<file path="config.mk">
export PLATFORM = sky130hd
export DESIGN_NAME = hotswap_link_ctrl
export DESIGN_NICKNAME = d
export VERILOG_FILES = /design/src/rtl/hotswap_link_ctrl.sv
export SDC_FILE = /design/constraint.sdc
export NUM_CORES = 1
export LEC_CHECK = 0
export BUFFER_PORTS_ARGS = -buffer_cell sky130_fd_sc_hd__buf_2
export CORE_MARGIN = 5
export CORE_UTILIZATION = 49
export CTS_CLUSTER_SIZE = 16
export DETAILED_ROUTE_END_ITERATION = 8
export GPL_TIMING_DRIVEN = 0
export PLACE_DENSITY = 0.69
export SLEW_MARGIN = 30
export SYNTH_ARGS = -nofsm -noshare
export SYNTH_HDL_FRONTEND = slang
export SYNTH_SLANG_ARGS = --single-unit
export TNS_END_PERCENT = 100
</file>
<file path="constraint.sdc">
create_clock -name clk -period 1.92 [get_ports clk]
set_input_delay 0.096 -clock clk [delete_from_list [all_inputs] [get_ports clk]]
set_output_delay 0.096 -clock clk [all_outputs]
set_load 0.1 [all_outputs]
</file>
<file path="src/rtl/hotswap_link_ctrl.sv">
module hotswap_link_ctrl #(
  parameter int IDLE_CYC = 9500
) (
  input  logic clk,
  input  logic rst_n,
  input  logic bp_sda,
  input  logic bp_scl,
  input  logic cd_sda,
  input  logic cd_scl,
  input  logic uvlo,
  input  logic enable,
  input  logic stuck_fault,
  output logic link_on,
  output logic precharge_en,
  output logic ready,
  output logic tmr_clr
);
  localparam int CW = $clog2(IDLE_CYC + 1);
  localparam logic [CW-1:0] IDLE_MAX = CW'(IDLE_CYC);

  // bit order: 3 bp_sda, 2 bp_scl, 1 cd_sda, 0 cd_scl
  logic [3:0] s1, s2, s3;
  logic [CW-1:0] bp_cnt, cd_cnt;
  logic link_q, pc_q, fault_q, en_q, sf_q, clr_q;

  always_ff @(posedge clk) begin
    if (!rst_n) begin
      s1 <= '1;
      s2 <= '1;
      s3 <= '1;
    end else begin
      s1 <= {bp_sda, bp_scl, cd_sda, cd_scl};
      s2 <= s1;
      s3 <= s2;
    end
  end

  wire bp_high = s2[3] & s2[2];
  wire cd_high = s2[1] & s2[0];
  wire bp_stop = s2[3] & ~s3[3] & s2[2] & s3[2];
  wire cd_stop = s2[1] & ~s3[1] & s2[0] & s3[0];
  wire bp_idle = (bp_cnt == IDLE_MAX);
  wire cd_idle = (cd_cnt == IDLE_MAX);

  always_ff @(posedge clk) begin
    if (!rst_n || uvlo || !enable) begin
      bp_cnt <= '0;
      cd_cnt <= '0;
    end else begin
      bp_cnt <= !bp_high ? '0 : (bp_idle ? bp_cnt : bp_cnt + 1'b1);
      cd_cnt <= !cd_high ? '0 : (cd_idle ? cd_cnt : cd_cnt + 1'b1);
    end
  end

  wire en_rise = enable & ~en_q;
  wire sf_rise = stuck_fault & ~sf_q;
  wire force_c = en_rise & fault_q;
  wire join_ok = enable & ~link_q & ~stuck_fault &
                 ((bp_idle & cd_idle) | (bp_stop & cd_idle) | (cd_stop & bp_idle));

  always_ff @(posedge clk) begin
    if (!rst_n || uvlo) begin
      link_q  <= 1'b0;
      pc_q    <= 1'b1;
      fault_q <= 1'b0;
      en_q    <= 1'b0;
      sf_q    <= 1'b0;
      clr_q   <= 1'b0;
    end else begin
      en_q  <= enable;
      sf_q  <= stuck_fault;
      clr_q <= 1'b0;
      if (force_c) begin
        link_q  <= 1'b1;
        pc_q    <= 1'b0;
        fault_q <= 1'b0;
        clr_q   <= 1'b1;
      end else if (sf_rise) begin
        link_q  <= 1'b0;
        fault_q <= 1'b1;
      end else if (!enable) begin
        link_q <= 1'b0;
      end else if (join_ok) begin
        link_q  <= 1'b1;
        pc_q    <= 1'b0;
        fault_q <= 1'b0;
      end
    end
  end

  assign link_on      = link_q & enable & ~uvlo;
  assign ready        = link_on;
  assign precharge_en = pc_q | uvlo;
  assign tmr_clr      = clr_q;
endmodule

</file>
; After elaboration in Yosys (flattened, before gate mapping)
; Index checks and enable logic that the tools add are counted.
[classes]
n_eq_ne = 4
n_mux = 10
add_sub_neg = 2
n_reduce_logical = 13
bitwise_logic = 31
[op_table]
columns = cell, n
row1 = $add 14x1->14 const B, 2
row2 = $eq 14x14->1 const B, 2
row3 = $and 1x1->1, 19
row4 = $mux 1, 10
row5 = $not 1->1, 9
row6 = $reduce_bool 2->1, 4
row7 = $reduce_or 2->1, 3
row8 = $ne 4x1->1 const B, 1
row9 = $or 1x1->1, 3
row10 = $reduce_and 3->1, 1
row11 = $logic_not 1->1, 2
row12 = $logic_or 1x1->1, 2
row13 = $ne 2x1->1 const B, 1
row14 = $reduce_and 2->1, 1
[word_totals]
reg_bits = 46
out_inout_bits = 4
input_bits = 9

; Logic depth before layout (Yosys ltp)
[depth]
ltp_word = 12
depth_mapped = 6

; Worst setup path before layout
; OpenSTA, ideal clock, no wires.
[synth_path]
path_type = register to output
start = reg link_q
end = out ready
t_required_ps = 1824
path_buffers = 1
stages_incl_launch_ff = 4
arrival_time_ps = 2171
setup_slack_ps = -347
path_cell_list = dfxtp_1 nand2_1 nor2_1 buf_4
[synth_via]
elab_chain_cells = 2
[synth_rtl]
columns = element, line
row1 = "start, declared", 24  ; logic link_q, pc_q, fault_q, en_q, sf_q, clr_q;
row2 = "start signal, assigned", 63  ; link_q <= 1'b0;
row3 = "start signal, assigned", 74  ; link_q <= 1'b1;
row4 = "start signal, assigned", 79  ; link_q <= 1'b0;
row5 = $and 1x1->1 (2 in a row), 91  ; assign link_on = link_q & enable & ~uvlo;
row6 = "end, declared", 15  ; output logic ready,
; Every way passes these cells.

; Worst setup path in the final report
[layout_path]
start = reg bp_cnt[9]
end = reg fault_q
[layout_via]
elab_chain_cells = 7
[layout_rtl]
columns = element, line
row1 = "start, declared", 23  ; logic [CW-1:0] bp_cnt, cd_cnt;
row2 = "start signal, assigned", 50  ; bp_cnt <= !bp_high ? '0 : (bp_idle ? bp_cnt : bp_cnt + 1'b1);
row3 = $eq 14x14->1 *, 42  ; wire bp_idle = (bp_cnt == IDLE_MAX);
row4 = $and 1x1->1, 59  ; ((bp_idle & cd_idle) | (bp_stop & cd_idle) | (cd_stop & bp_idle));
row5 = $or 1x1->1, 59
row6 = $or 1x1->1 *, 59
row7 = $and 1x1->1 *, 58  ; wire join_ok = enable & ~link_q & ~stuck_fault &
row8 = $reduce_bool 2->1 (no source line) *, n/a
row9 = $reduce_and 2->1 (no source line) *, n/a
row10 = "end signal, assigned", 65  ; fault_q <= 1'b0;
row11 = "end signal, assigned", 76  ; fault_q <= 1'b0;
row12 = "end signal, assigned", 80  ; fault_q <= 1'b1;
row13 = "end, declared", 24
; Mark *: on every way between the ends. The rest lies on a longest branch, timed or not.
; A chain may end at the register's enable or synchronous reset.

==> impl_metrics.yaml <==
run_status:
  outcome: "finished clean"
logic_synthesis:
  yosysWarnings: 0
  yosysMostFrequentCell: "dfxtp_1"
  synthDominantCellAreaShare_pct: 45.74
  yosysTopAreaCell: "dfxtp_1"
  synthCells: 219
  synth_ff_type: "dfxtp_1"
  synth_common_cells: "dfxtp_1, nor2_1, nand2_1, nand2b_1, nand3_1"
  avgSynthCellArea_um2: 9.193
  syn_nets: 232
  yosysSeqAreaShare_pct: 45.74
  synth.ff_latch_count: 46
  synth.distinct_cells: 43
  async_reset_ff_share_pct: 0
  synth-edff-count: 0
  syn_area_um2: 2013
  synthTopCellsByArea: "dfxtp_1, nand2b_1, xnor2_1"
placement:
  place_congestion: 0.8005
  numPortBuffers: 12
  post-dp-hpwl_mm: 2.581
  placed_cells: 281
  place_area_um2: 2138
  place_worst_setup_slack_ps: -34.12
final_layout:
  layout-drive-gt1-share_pct: 16.26
  fin_area_um2: 2316
  area_growth_pct: 15.04
  fin_cells: 296
  post-route-util_pct: 57.90
  n_antenna_cell: 0
  nets: 258
worst_setup_path:
  slowest_delay_ps: 560
  critPathKind: "reg -> reg"
  worstSetupStartpoint: "bp_cnt[9]"
  r2r_start: "bp_cnt[9]"
  cp_max_fo: 6
  cp_top_family: "simple AND/OR/NAND/NOR gates"
  worst_path_max_delay_cell: "or4b_4"
  worst-endpoint-required_ps: 2100
  path_cells: "or4b_4 -> or4_4 -> o21bai_4 -> a41oi_1"
  cp.arrival_ps: 2020
  crit_buf_inv: 0
  r2r_slack_ps: 80
  end_kind: "flip-flop"
  cp-start-kind: "flip-flop"
pwr:
  power.internal_mw: 1.387
  p_leak_nw: 0.7722
  p_per_area_nw_per_um2: 756.6
  design_power_total_mw: 1.752
  p_clk_share_pct: 40.6
  ir_worst_vdd_mv: 0.5658
  swShare_pct: 20.86
  p_sw_mw: 0.3655
  power_frac_comb_pct: 3.8
  seqPwrFrac_pct: 55.7
global_route:
  antenna_found_initial: 0
  grt_pass1_wl_mm: 6.417
  grt_use_met2_pct: 24.41
  gr-usage-met1_pct: 17.82
  grt_pass1_vias: 1537
  grt.busiest_layer: "met2"
  overflow: 0
  globalRouteMet3Util_pct: 4.865
  grt_max_degree: 15
  track_usage_pct: 15.05
sta:
  finalSetupViolCount: 0
  setup_tns_ps: 0
  worst_slew_pin_slew_ps: 486.0
  final.min_clock_period_ps: 1837
  layout_setup_ws_ps: 83.44
  clock_skew_ps: 9.067
  slew_viol_final: 0
  hold-worst-slack_ps: 15.00
  max_slew_margin_pct: 67.82
  fmax_mhz: 544.5
  rsz0062_at_grt: "false"
  hold_viol_final: 0
  min_period_over_period_pct: 95.65
clock_network:
  cts.sinks: 46
  cts_tree: "yes"
  numCtsBuffers: 5
  cts_buffer_depth: 2
  clk_latency_ps: 300
  cts.clk_slew.worst_paths_ps: 90
  clock-root-buffer: "clkbuf_8"
  h-tree-depth: 2
worst_hold_path:
  holdCritStartpoint: "rst_n"
  holdCritPathClass: "in -> reg"
detailed_routing:
  drt_wl_total_mm: 3.573
  vias: 1564
  drc: 0
  dr.first_iter.drc_count: 77
  viasPerCell: 5.284
  firstDrtPassIters: 4
  routedWlPerCell_um: 12.07
  antenna_left: 0
die:
  row_count: 23
  dieWidth_um: 74.10
  core_area_um2: 4000
  initial_core_util_pct: 50.33
  ios: 13
  fp.dieArea_um2: 5490
  die_height_um: 74.10
flow_run:
  max_cap_violations: 0
[flip-flops by register name (all words and copies together) (netlist names)]
register,cells
s3,4
s1,4
en_q,1
link_q,1
s2,4
pc_q,1
cd_cnt,14
fault_q,1
bp_cnt,14
sf_q,1
tmr_clr,1
[worst paths after layout]
path,end,depth (start not counted)
max,fault_q,4
max reg2reg,fault_q,4
min reg2reg,s2[3],1
min,s1[1],2
[layer usage]
layer  share of wire [%]  vias up
met5                   0        -
met4                 2.3        0
met3                 3.4        9
met2                  47       23
met1                  47      709
li1                    -      823
[timing repair]
action,in CTS,in global routing
pin swaps,1,0
hold endpoints to repair,4,0
hold buffers,4,0
setup endpoints to repair,3,3
setup buffers,2,1
resized for setup,0,2
[cells in the final DEF, fill, tap and decap left out, drive strengths merged, types with 2 or more instances in the layout]
cell	instances
or4b	3
a31o	2
and3	2
nand2	16
and4	2
ha	4
clkbuf	9
dfxtp	46
or4	3
nor2	18
nand2b	16
inv	9
nand4b	2
xor2	4
dlygate4sd3	4
buf	16
nand4	5
or3	8
nand3	15
or2	3
nor4	4
mux2i	3
o21ai	5
nor3	9
o31ai	3
a21oi	12
xnor2	9
nor2b	3
[cell type report]
| type | instances | area (um2) |
|---|---|---|
| Clock inverter | 2 | 37.54 |
| Multi-Input combinational cell | 160 | 1046 |
| Timing Repair Buffer | 19 | 122.6 |
| Buffer | 4 | 18.77 |
| Inverter | 9 | 33.78 |
| Fill cell | 346 | 1684 |
| Clock buffer | 6 | 72.57 |
| Sequential cell | 46 | 922.1 |
| Tap cell | 50 | 62.56 |
[kinds of logic after synthesis]
family                     after synthesis  share of synthesized area [%]
adders and majority gates                4                          2.486
AOI/OAI and AO/OA                       28                          9.137
xor gates and xnor gates                13                          5.656
buffers and inverters                   13                          2.610
DFF                                     46                          45.74
muxes                                    3                          1.492
and+or+nand+nor                        112                          32.88
[power by group through the flow]
stage / clock network, mW / logic [mW] / registers, mW
after global routing: 0.774 / 0.0773 / 0.978
after detailed placement: 0 / 0.0608 / 0.998
final: 0.711 / 0.0663 / 0.975
after global placement: 0 / 0.0603 / 0.997
after CTS: 0.732 / 0.0672 / 0.975
after floorplan: 0 / 0.0390 / 0.997
No activity file was read; power rests on OpenSTA's default activity.
